==> src/rtl/pq_pkg.sv <==
package pq_pkg;

    typedef enum logic [1:0] {
        FS_IDLE  = 2'd0,
        FS_REQ   = 2'd1,
        FS_DRAIN = 2'd2
    } fetch_state_t;

    typedef enum logic [1:0] {
        QS_NONE  = 2'b00,
        QS_FIRST = 2'b01,
        QS_FLUSH = 2'b10,
        QS_NEXT  = 2'b11
    } qstat_t;

endpackage

==> src/rtl/pq_byte_fifo.sv <==
module pq_byte_fifo #(
    parameter int DEPTH = 6,
    localparam int PTR_W = $clog2(DEPTH),
    localparam int CNT_W = $clog2(DEPTH + 1)
) (
    input  logic             clk,
    input  logic             rst,
    input  logic             clr,
    input  logic [1:0]       push_n,
    input  logic [7:0]       push_b0,
    input  logic [7:0]       push_b1,
    input  logic             pop,
    output logic [7:0]       head,
    output logic             empty,
    output logic [CNT_W-1:0] count,
    output logic [CNT_W-1:0] free
);
    localparam int SUM_W = PTR_W + 2;

    logic [DEPTH-1:0][7:0] slots;
    logic [PTR_W-1:0]      rd_ptr;
    logic [PTR_W-1:0]      wr0;
    logic [PTR_W-1:0]      wr1;

    function automatic logic [PTR_W-1:0] wrap(input logic [SUM_W-1:0] x);
        if (x >= SUM_W'(DEPTH)) begin
            return PTR_W'(x - SUM_W'(DEPTH));
        end
        return PTR_W'(x);
    endfunction

    always_comb begin
        wr0 = wrap(SUM_W'(rd_ptr) + SUM_W'(count));
        wr1 = wrap(SUM_W'(wr0) + SUM_W'(1));
    end

    always_ff @(posedge clk) begin
        if (rst) begin
            slots <= '0;
        end else if (!clr) begin
            for (int i = 0; i < DEPTH; i++) begin
                if (push_n != 2'd0 && wr0 == PTR_W'(i)) begin
                    slots[i] <= push_b0;
                end else if (push_n == 2'd2 && wr1 == PTR_W'(i)) begin
                    slots[i] <= push_b1;
                end
            end
        end
    end

    always_ff @(posedge clk) begin
        if (rst || clr) begin
            rd_ptr <= '0;
            count  <= '0;
        end else begin
            if (pop) begin
                rd_ptr <= wrap(SUM_W'(rd_ptr) + SUM_W'(1));
            end
            count <= count + CNT_W'(push_n) - CNT_W'(pop);
        end
    end

    always_comb begin
        head  = slots[rd_ptr];
        empty = (count == '0);
        free  = CNT_W'(DEPTH) - count;
    end

endmodule

==> src/rtl/pq_fetch_ctrl.sv <==
module pq_fetch_ctrl
    import pq_pkg::*;
#(
    parameter int ADDR_W = 20,
    parameter int CNT_W = 3,
    parameter logic [ADDR_W-1:0] RESET_ADDR = '0
) (
    input  logic              clk,
    input  logic              rst,
    input  logic              bus_busy,
    input  logic              redirect,
    input  logic [ADDR_W-1:0] redirect_addr,
    input  logic [CNT_W-1:0]  free,
    input  logic              ack,
    input  logic [15:0]       data,
    output logic              req,
    output logic [ADDR_W-1:0] req_addr,
    output logic              req_byte,
    output logic [1:0]        push_n,
    output logic [7:0]        push_b0,
    output logic [7:0]        push_b1
);
    fetch_state_t      state;
    fetch_state_t      state_nxt;
    logic [ADDR_W-1:0] next_ptr;
    logic              issue;
    logic              accept;
    logic              room;

    always_comb begin
        room   = next_ptr[0] ? (free >= CNT_W'(1)) : (free >= CNT_W'(2));
        issue  = (state == FS_IDLE) && !redirect && !bus_busy && room;
        accept = (state == FS_REQ) && ack && !redirect;
    end

    always_comb begin
        state_nxt = state;
        unique case (state)
            FS_IDLE:  if (issue) state_nxt = FS_REQ;
            FS_REQ:   if (ack) state_nxt = FS_IDLE;
                      else if (redirect) state_nxt = FS_DRAIN;
            FS_DRAIN: if (ack) state_nxt = FS_IDLE;
            default:  state_nxt = FS_IDLE;
        endcase
    end

    always_ff @(posedge clk) begin
        if (rst) begin
            state <= FS_IDLE;
        end else begin
            state <= state_nxt;
        end
    end

    always_ff @(posedge clk) begin
        if (rst) begin
            next_ptr <= RESET_ADDR;
            req_addr <= '0;
            req_byte <= 1'b0;
        end else begin
            if (redirect) begin
                next_ptr <= redirect_addr;
            end else if (accept) begin
                next_ptr <= next_ptr + (req_byte ? ADDR_W'(1) : ADDR_W'(2));
            end
            if (issue) begin
                req_addr <= next_ptr;
                req_byte <= next_ptr[0];
            end
        end
    end

    always_comb begin
        req     = (state != FS_IDLE);
        push_n  = accept ? (req_byte ? 2'd1 : 2'd2) : 2'd0;
        push_b0 = req_byte ? data[15:8] : data[7:0];
        push_b1 = data[15:8];
    end

endmodule

==> src/rtl/pq_status_enc.sv <==
module pq_status_enc
    import pq_pkg::*;
(
    input  logic   redirect,
    input  logic   pop_ok,
    input  logic   first,
    output qstat_t code
);
    always_comb begin
        if (redirect) begin
            code = QS_FLUSH;
        end else if (pop_ok) begin
            code = first ? QS_FIRST : QS_NEXT;
        end else begin
            code = QS_NONE;
        end
    end
endmodule

==> src/rtl/prefetch_queue.sv <==
module prefetch_queue
    import pq_pkg::*;
#(
    parameter int ADDR_W = 20,
    parameter int DEPTH = 6,
    parameter logic [ADDR_W-1:0] RESET_ADDR = '0
) (
    input  logic              clk,
    input  logic              rst,
    input  logic              bus_busy_i,
    input  logic              redirect_i,
    input  logic [ADDR_W-1:0] redirect_addr_i,
    input  logic              pop_i,
    input  logic              pop_first_i,
    output logic [7:0]        pop_byte_o,
    output logic              pop_empty_o,
    output logic              fetch_req_o,
    output logic [ADDR_W-1:0] fetch_addr_o,
    output logic              fetch_byte_o,
    input  logic              fetch_ack_i,
    input  logic [15:0]       fetch_data_i,
    output logic [1:0]        qstat_o
);
    localparam int CNT_W = $clog2(DEPTH + 1);

    logic [1:0]       push_n;
    logic [7:0]       push_b0;
    logic [7:0]       push_b1;
    logic [CNT_W-1:0] fill_count;
    logic [CNT_W-1:0] fill_free;
    logic             empty;
    logic             pop_ok;
    qstat_t           code;

    assign pop_ok = pop_i && !empty && !redirect_i;

    pq_byte_fifo #(.DEPTH(DEPTH)) fifo_i (
        .clk     (clk),
        .rst     (rst),
        .clr     (redirect_i),
        .push_n  (push_n),
        .push_b0 (push_b0),
        .push_b1 (push_b1),
        .pop     (pop_ok),
        .head    (pop_byte_o),
        .empty   (empty),
        .count   (fill_count),
        .free    (fill_free)
    );

    pq_fetch_ctrl #(
        .ADDR_W     (ADDR_W),
        .CNT_W      (CNT_W),
        .RESET_ADDR (RESET_ADDR)
    ) fetch_i (
        .clk           (clk),
        .rst           (rst),
        .bus_busy      (bus_busy_i),
        .redirect      (redirect_i),
        .redirect_addr (redirect_addr_i),
        .free          (fill_free),
        .ack           (fetch_ack_i),
        .data          (fetch_data_i),
        .req           (fetch_req_o),
        .req_addr      (fetch_addr_o),
        .req_byte      (fetch_byte_o),
        .push_n        (push_n),
        .push_b0       (push_b0),
        .push_b1       (push_b1)
    );

    pq_status_enc status_i (
        .redirect (redirect_i),
        .pop_ok   (pop_ok),
        .first    (pop_first_i),
        .code     (code)
    );

    assign pop_empty_o = empty;
    assign qstat_o     = code;

endmodule

==> config.mk <==
export PLATFORM = sky130hd
export DESIGN_NAME = prefetch_queue
export DESIGN_NICKNAME = d
export VERILOG_FILES = /design/src/rtl/pq_pkg.sv /design/src/rtl/pq_byte_fifo.sv /design/src/rtl/pq_fetch_ctrl.sv /design/src/rtl/pq_status_enc.sv /design/src/rtl/prefetch_queue.sv
export SDC_FILE = /design/constraint.sdc
export NUM_CORES = 1
export LEC_CHECK = 0
export ABC_CLOCK_PERIOD_IN_PS = 6850
export BUFFER_PORTS_ARGS = -buffer_cell sky130_fd_sc_hd__buf_2
export CAP_MARGIN = 20
export CORE_ASPECT_RATIO = 1.1
export CORE_MARGIN = 4
export CORE_UTILIZATION = 34
export CTS_BUF_LIST = sky130_fd_sc_hd__clkbuf_4 sky130_fd_sc_hd__clkbuf_8 sky130_fd_sc_hd__clkbuf_16
export DETAILED_ROUTE_END_ITERATION = 10
export GPL_TIMING_DRIVEN = 1
export PLACE_DENSITY_LB_ADDON = 0.12
export SLEW_MARGIN = 20
export SYNTH_ARGS = -nofsm -noshare
export SYNTH_HDL_FRONTEND = slang
export SYNTH_HIERARCHICAL = 1
export SYNTH_SLANG_ARGS = --single-unit
==> constraint.sdc <==
create_clock -name clk -period 6.85 [get_ports clk]
set_input_delay 0.685 -clock clk [delete_from_list [all_inputs] [get_ports clk]]
set_output_delay 0.685 -clock clk [all_outputs]
set_load 0.005 [all_outputs]
==> results of run 1 <==
[stage by stage]
step	cells	power, uW
final	998	1200
after global routing	998	1260
after CTS	998	1220
after detailed placement	982	727
after global placement	981	724
after floorplan	721	683
[per-layer routing]
| layer | up-vias | wire length (microns) |
|---|---|---|
| met1 | 2628 | 7420 |
| met4 | 0 | 463 |
| met3 | 30 | 733 |
| li1 | 2703 | - |
| met2 | 129 | 9200 |
| met5 | - | 0 |
[kinds of logic after synthesis]
kind of cell               share of synthesized area
AOI/OAI and AO/OA                              0.177
xor gates and xnor gates                      0.0200
adders and majority gates                     0.0445
buffers and inverters                         0.0797
DFF                                            0.314
muxes                                         0.0989
and+or+nand+nor                                0.267
[cell usage in the layout, fill, tap and decap left out, drive strengths merged, types with 19 or more instances in the layout]
master / netlist / routed
a211oi: 25 / 25
a21oi: 53 / 53
buf: 23 / 81
dfxtp: 96 / 96
inv: 52 / 53
mux2i: 29 / 29
nand2: 73 / 73
nor2: 51 / 51
nor4: 28 / 28
o21ai: 19 / 19
[layout make-up]
class	count	area, sq um	share of cell area
clock buffers	10	239	0.0348
clock inverters	6	43.8	0.00638
inverters	52	195	0.0285
multi-input cells	515	3740	0.545
flip-flops and latches	96	1920	0.280
well taps	238	298	0.0434
repair buffers	81	423	0.0617
[worst min-delay path: cells and delay by family (launching register included)]
| kind | cells | cell delay [ps] |
|---|---|---|
| compound gates | 1 | 50 |
| flops | 1 | 310 |
| simple gates | 1 | 50 |
[path summary, 6_finish.rpt]
kind	from	endpoint	slack, ps	cells after the start
setup / recovery	fifo_i/rd_ptr[1]	fifo_i/slots[33]	2620	11
hold / removal	fetch_i/req_addr[18]	fetch_i/req_addr[18]	450	2
setup reg to reg	fifo_i/rd_ptr[1]	fifo_i/slots[33]	2620	11
hold reg to reg	fetch_i/req_addr[18]	fetch_i/req_addr[18]	450	2
[power by group]
| group | internal, uW | switching (uW) | total [uW] |
|---|---|---|---|
| registers | 572 | 16.3 | 588 |
| clock network | 258 | 232 | 490 |
| logic | 48.9 | 77.0 | 126 |
[registers in the layout (all words and copies together), names as in the netlist]
name	flops
fetch_i/next_ptr	20
fetch_i/req_addr	20
fetch_i/state	2
fifo_i/count	3
fifo_i/rd_ptr	3
fifo_i/slots	48
==> results.yml, run 1 <==
outcome:
  status: "completed"
synthesis:
  syn_avg_cell_area_sq_um: 8.50
  ys_warn_count: 6
  synthFlopType: "dfxtp_1"
  synth_top_cells_by_count: "96 x dfxtp_1, 73 x nand2_1, 51 x a21oi_1, 50 x inv_1, 50 x nor2_1"
  synth_top_area_cell: "dfxtp_1"
  synth_top_area_share: 0.314
  syn_area_sq_um: 6130
  synthesis.nets: 784
  async_reset_ff_frac: 0
  ys_ff_latch: 96
  synth-edff-count: 0
  yosysMostFrequentCell: "dfxtp_1"
  synthCells: 721
  synth_cell_types: 67
  ys_seq_area_frac: 0.314
  synth.area.top_cells: "dfxtp_1 31%, mux2i_1 4.7%, nand2_1 4.5%"
timing:
  finalSetupTns_ps: 0
  finalHoldViolCount: 0
  hold_ws_ps: 449
  period_minus_slack_ps: 4230
  tightest_slew_ps: 966
  slew_headroom: 0.350
  skew_ps: 9.20
  setup_viol: 0
  period_share: 0.618
  finalMaxSlewViolations: 0
  max_freq_mhz: 236
  fin_ws_ps: 2620
  rsz0062_at_grt: "false"
die:
  start_util: 0.347
  die_y_microns: 149
  core_area_sq_um: 17700
  rows: 51
  io_pins: 76
  die_area_sq_um: 20200
  fp.dieW_microns: 136
grt:
  gr-usage-all-layers: 0.180
  grt_busiest_layer: "met2"
  grt_pass1_wl_microns: 28800
  antenna_found_initial: 0
  use_met1: 0.210
  grt_max_degree: 91
  grt_pass1_vias: 5500
  grtUsageMet2: 0.323
  grtUsageMet3: 0.0317
  overflow: 0
critical_path:
  crit_top_cell: "ha_1"
  path_cells: "ha_1, a211oi_4, or2_2, mux2i_1, ha_1, ha_1, nor3b_1, nand2_1, mux2i_2, nor4_1, or3b_1"
  worstSetupPathType: "reg -> reg"
  slowest_delay_ps: 860
  cp-start-kind: "flip-flop"
  crit_path_max_fanout: 16
  crit_slowest_cell: "dfxtp_1"
  end_kind: "flip-flop"
  critPathTopFamily: "simple AND/OR/NAND/NOR gates"
  arrival_ps: 4460
  required_ps: 7080
  critPathBufInv: 0
clocking:
  cts_sinks: 96
  post_cts_resized: 0
  cts_buffers: 9
  cts_tree: "done"
  hold_buffers: 0
  post_cts_buffers: 0
  h-tree-depth: 3
  clockBufferDepth: 2
  root_buffer: "clkbuf_16"
  path_clk_slew_ps: 70
  clkLatencyLatePin_ps: 360
place:
  gp_congestion: 0.833
  dp_worst_setup_slack_ps: 2360
  io_buffers: 75
  dp_hpwl_microns: 12600
  place_area_sq_um: 6560
power:
  cellLeakagePower_uw: 0.00249
  powerDensity_nw_per_um2: 176
  ir_worst_vdd_mv: 0.134
min_path:
  hold_path.class: "reg -> reg"
detailed_routing:
  antenna_left: 0
  first_pass_iters: 5
  viasPerCell: 5.50
  drt_iter0_markers: 310
  wl_per_cell_microns: 17.9
  via_count: 5490
  drc: 0
  routed_wl_microns: 17800
cells_and_area:
  final_core_util: 0.388
  finalNetCount: 818
  fin_area_sq_um: 6860
  n_fill_cell: 1854
  areaGrowthSynthToFinish_pct: 12.0
  antenna_cells: 0
  drive_gt1_frac: 0.195
flow_run:
  cap_violations: 0
No activity file was read; power rests on OpenSTA's default activity.
==> run 2: changes to the inputs <==
--- a/config.mk
+++ b/config.mk
@@ -5,7 +5,7 @@
 export SDC_FILE = /design/constraint.sdc
 export NUM_CORES = 1
 export LEC_CHECK = 0
-export ABC_CLOCK_PERIOD_IN_PS = 6850
+export ABC_CLOCK_PERIOD_IN_PS = 3400
 export BUFFER_PORTS_ARGS = -buffer_cell sky130_fd_sc_hd__buf_2
 export CAP_MARGIN = 20
 export CORE_ASPECT_RATIO = 1.1
==> constraint.sdc (replaced) <==
create_clock -name clk -period 3.4 [get_ports clk]
set_input_delay 0.34 -clock clk [delete_from_list [all_inputs] [get_ports clk]]
set_output_delay 0.34 -clock clk [all_outputs]
set_load 0.005 [all_outputs]
==> run 2 against run 1 <==
Worst hold slack got worse by 230 ps. Fmax rose by 32%. Critical path type unchanged. Flip-flop and latch count did not move. Highest routed layer unchanged. Critical endpoint unchanged. Setup slack got worse by 2400 ps. Combinational power rose by 110%. Wire length rose by 1.9%. Final cell count rose by 2.8%. Non-clock buffer count rose by 29.
==> results.yml, run 2 (synthesis results as in run 1) <==
cells_and_area:
  n_fill_cell: 1827
  multi_input_area_sq_um: 3770
  drive_gt1_frac: 0.231
  top_regs: "fifo_i/slots x48, fetch_i/next_ptr x20, fetch_i/req_addr x20"
  regMostFlops: "fifo_i/slots"
  mostFrequentLayoutCells: "94 x dfxtp_1, 74 x buf_2, 73 x nand2_1"
  ff_latch_area_sq_um: 1930
  antenna_cells: 0
  layout_commonest_cell: "dfxtp_1"
  largest_reg_flops: 48
  stdcell_count: 1026
  areaGrowthSynthToFinish_pct: 16.1
  finalNetCount: 847
clocking:
  hold_buffers: 0
  cts_buffers: 9
  clkLatencyLatePin_ps: 340
  path_clk_slew_ps: 70
  root_buffer: "clkbuf_16"
  clockBufferDepth: 2
  cts_sinks: 96
  h-tree-depth: 3
  cts_tree: "done"
detailed_routing:
  drc: 0
  first_pass_iters: 5
  wl_per_cell_microns: 17.7
  viasPerCell: 5.45
  antenna_left: 0
  drt_iter0_markers: 276
  routed_wl_microns: 18100
  via_count: 5590
grt:
  grt_max_degree: 84
  grt_pass1_vias: 5482
  grt_pass1_wl_microns: 28800
  gr-usage-all-layers: 0.181
  overflow: 0
  antenna_found_initial: 0
die:
  start_util: 0.347
  die_y_microns: 149
  fp.dieW_microns: 136
  core_area_sq_um: 17700
  die_area_sq_um: 20200
  rows: 51
  io_pins: 76
timing:
  slew_headroom: 0.383
  period_minus_slack_ps: 3210
  finalHoldViolCount: 0
  max_freq_mhz: 312
  hold_ws_ps: 222
  period_share: 0.943
  skew_ps: 8.33
  finalMaxSlewViolations: 0
  tightest_slew_ps: 925
  setup_viol: 0
critical_path:
  arrival_ps: 3430
  worstSetupPathType: "reg -> reg"
  cp-start-kind: "flip-flop"
  slowest_delay_ps: 620
  end_kind: "flip-flop"
  critPathBufInv: 2
  path_cells: "ha_4, fa_2, inv_2, nor4_4, nor2_1, ha_1, nor3b_2, nand2_1, mux2i_2, buf_6, nor4_1, or3b_1"
  required_ps: 3620
  critPathTopFamily: "simple AND/OR/NAND/NOR gates"
  crit_path_max_fanout: 8
  crit_slowest_cell: "fa_2"
place:
  io_buffers: 75
  place_inst: 1010
  dp_hpwl_microns: 12800
  gp_congestion: 0.800
power:
  cellLeakagePower_uw: 0.00262
  powerDensity_nw_per_um2: 338
  ir_worst_vdd_mv: 0.281
outcome:
  status: "completed"
flow_run:
  cap_violations: 0
min_path:
  hold_path.class: "in -> reg"
run 2: path summary, 6_finish.rpt:
check                                     startpoint              endpoint  slack, ps  cells after the start
worst min-delay path              redirect_addr_i[2]   fetch_i/next_ptr[2]        220                      2
worst min register to register  fetch_i/req_addr[18]  fetch_i/req_addr[18]        460                      2
worst max-delay path                 fifo_i/count[0]      fifo_i/slots[33]        190                     12
worst max register to register       fifo_i/count[0]      fifo_i/slots[33]        190                     12
run 2: power by group:
group          switching [uW]  total (uW)  leakage [uW]  internal (uW)
clock                     445         956      0.000130            511
sequential               30.8        1180      0.000781           1150
combinational             159         263       0.00171            104
total                     635        2400       0.00262           1770
run 2: repair_timing:
action / in CTS / in global routing
gates resized for setup: 0 / 14
endpoints found under the setup margin: 0 / 37
hold endpoints to repair: 0 / 0
buffers inserted: 0 / 1
run 2: metal layers:
metal | share of wire | global-route usage | up-vias | wire length [microns]
li1 | - | - | 2762 | -
met1 | 0.43 | 0.218 | 2688 | 7750
met2 | 0.52 | 0.323 | 121 | 9360
met3 | 0.036 | 0.0273 | 19 | 648
met4 | 0.021 | 0.0685 | 0 | 387
met5 | 0 | 0 | - | 0
run 2: worst register-to-register path: cells and delay by family (launching register included):
family | cells | cell delay (ps)
flops | 1 | 360
mux | 1 | 220
buf+inv | 2 | 250
fa+ha+maj | 3 | 1120
simple gates | 6 | 1150
run 2: area by class of cell:
type                    count  share of cell area
inverters                  52              0.0275
flip-flops and latches     96               0.271
clock inverters             5             0.00475
multi-input cells         515               0.531
clock buffers              10              0.0336
repair buffers            110              0.0906
well taps                 238              0.0419
run 2: through the flow:
| stage | area [sq um] | setup TNS [ps] | util | power [uW] | setup slack [ps] |
|---|---|---|---|---|---|
| after floorplan | 6130 | 0 | - | 1380 | 1.21 |
| after global placement | 6780 | 0 | 0.384 | 1470 | 112 |
| after detailed placement | 6780 | 0 | 0.384 | 1470 | 34.0 |
| after CTS | 7050 | 0 | 0.399 | 2440 | 9.57 |
| after global routing | 7110 | -4.28 | 0.402 | 2510 | -4.28 |
| final | 7110 | 0 | 0.402 | 2400 | 192 |
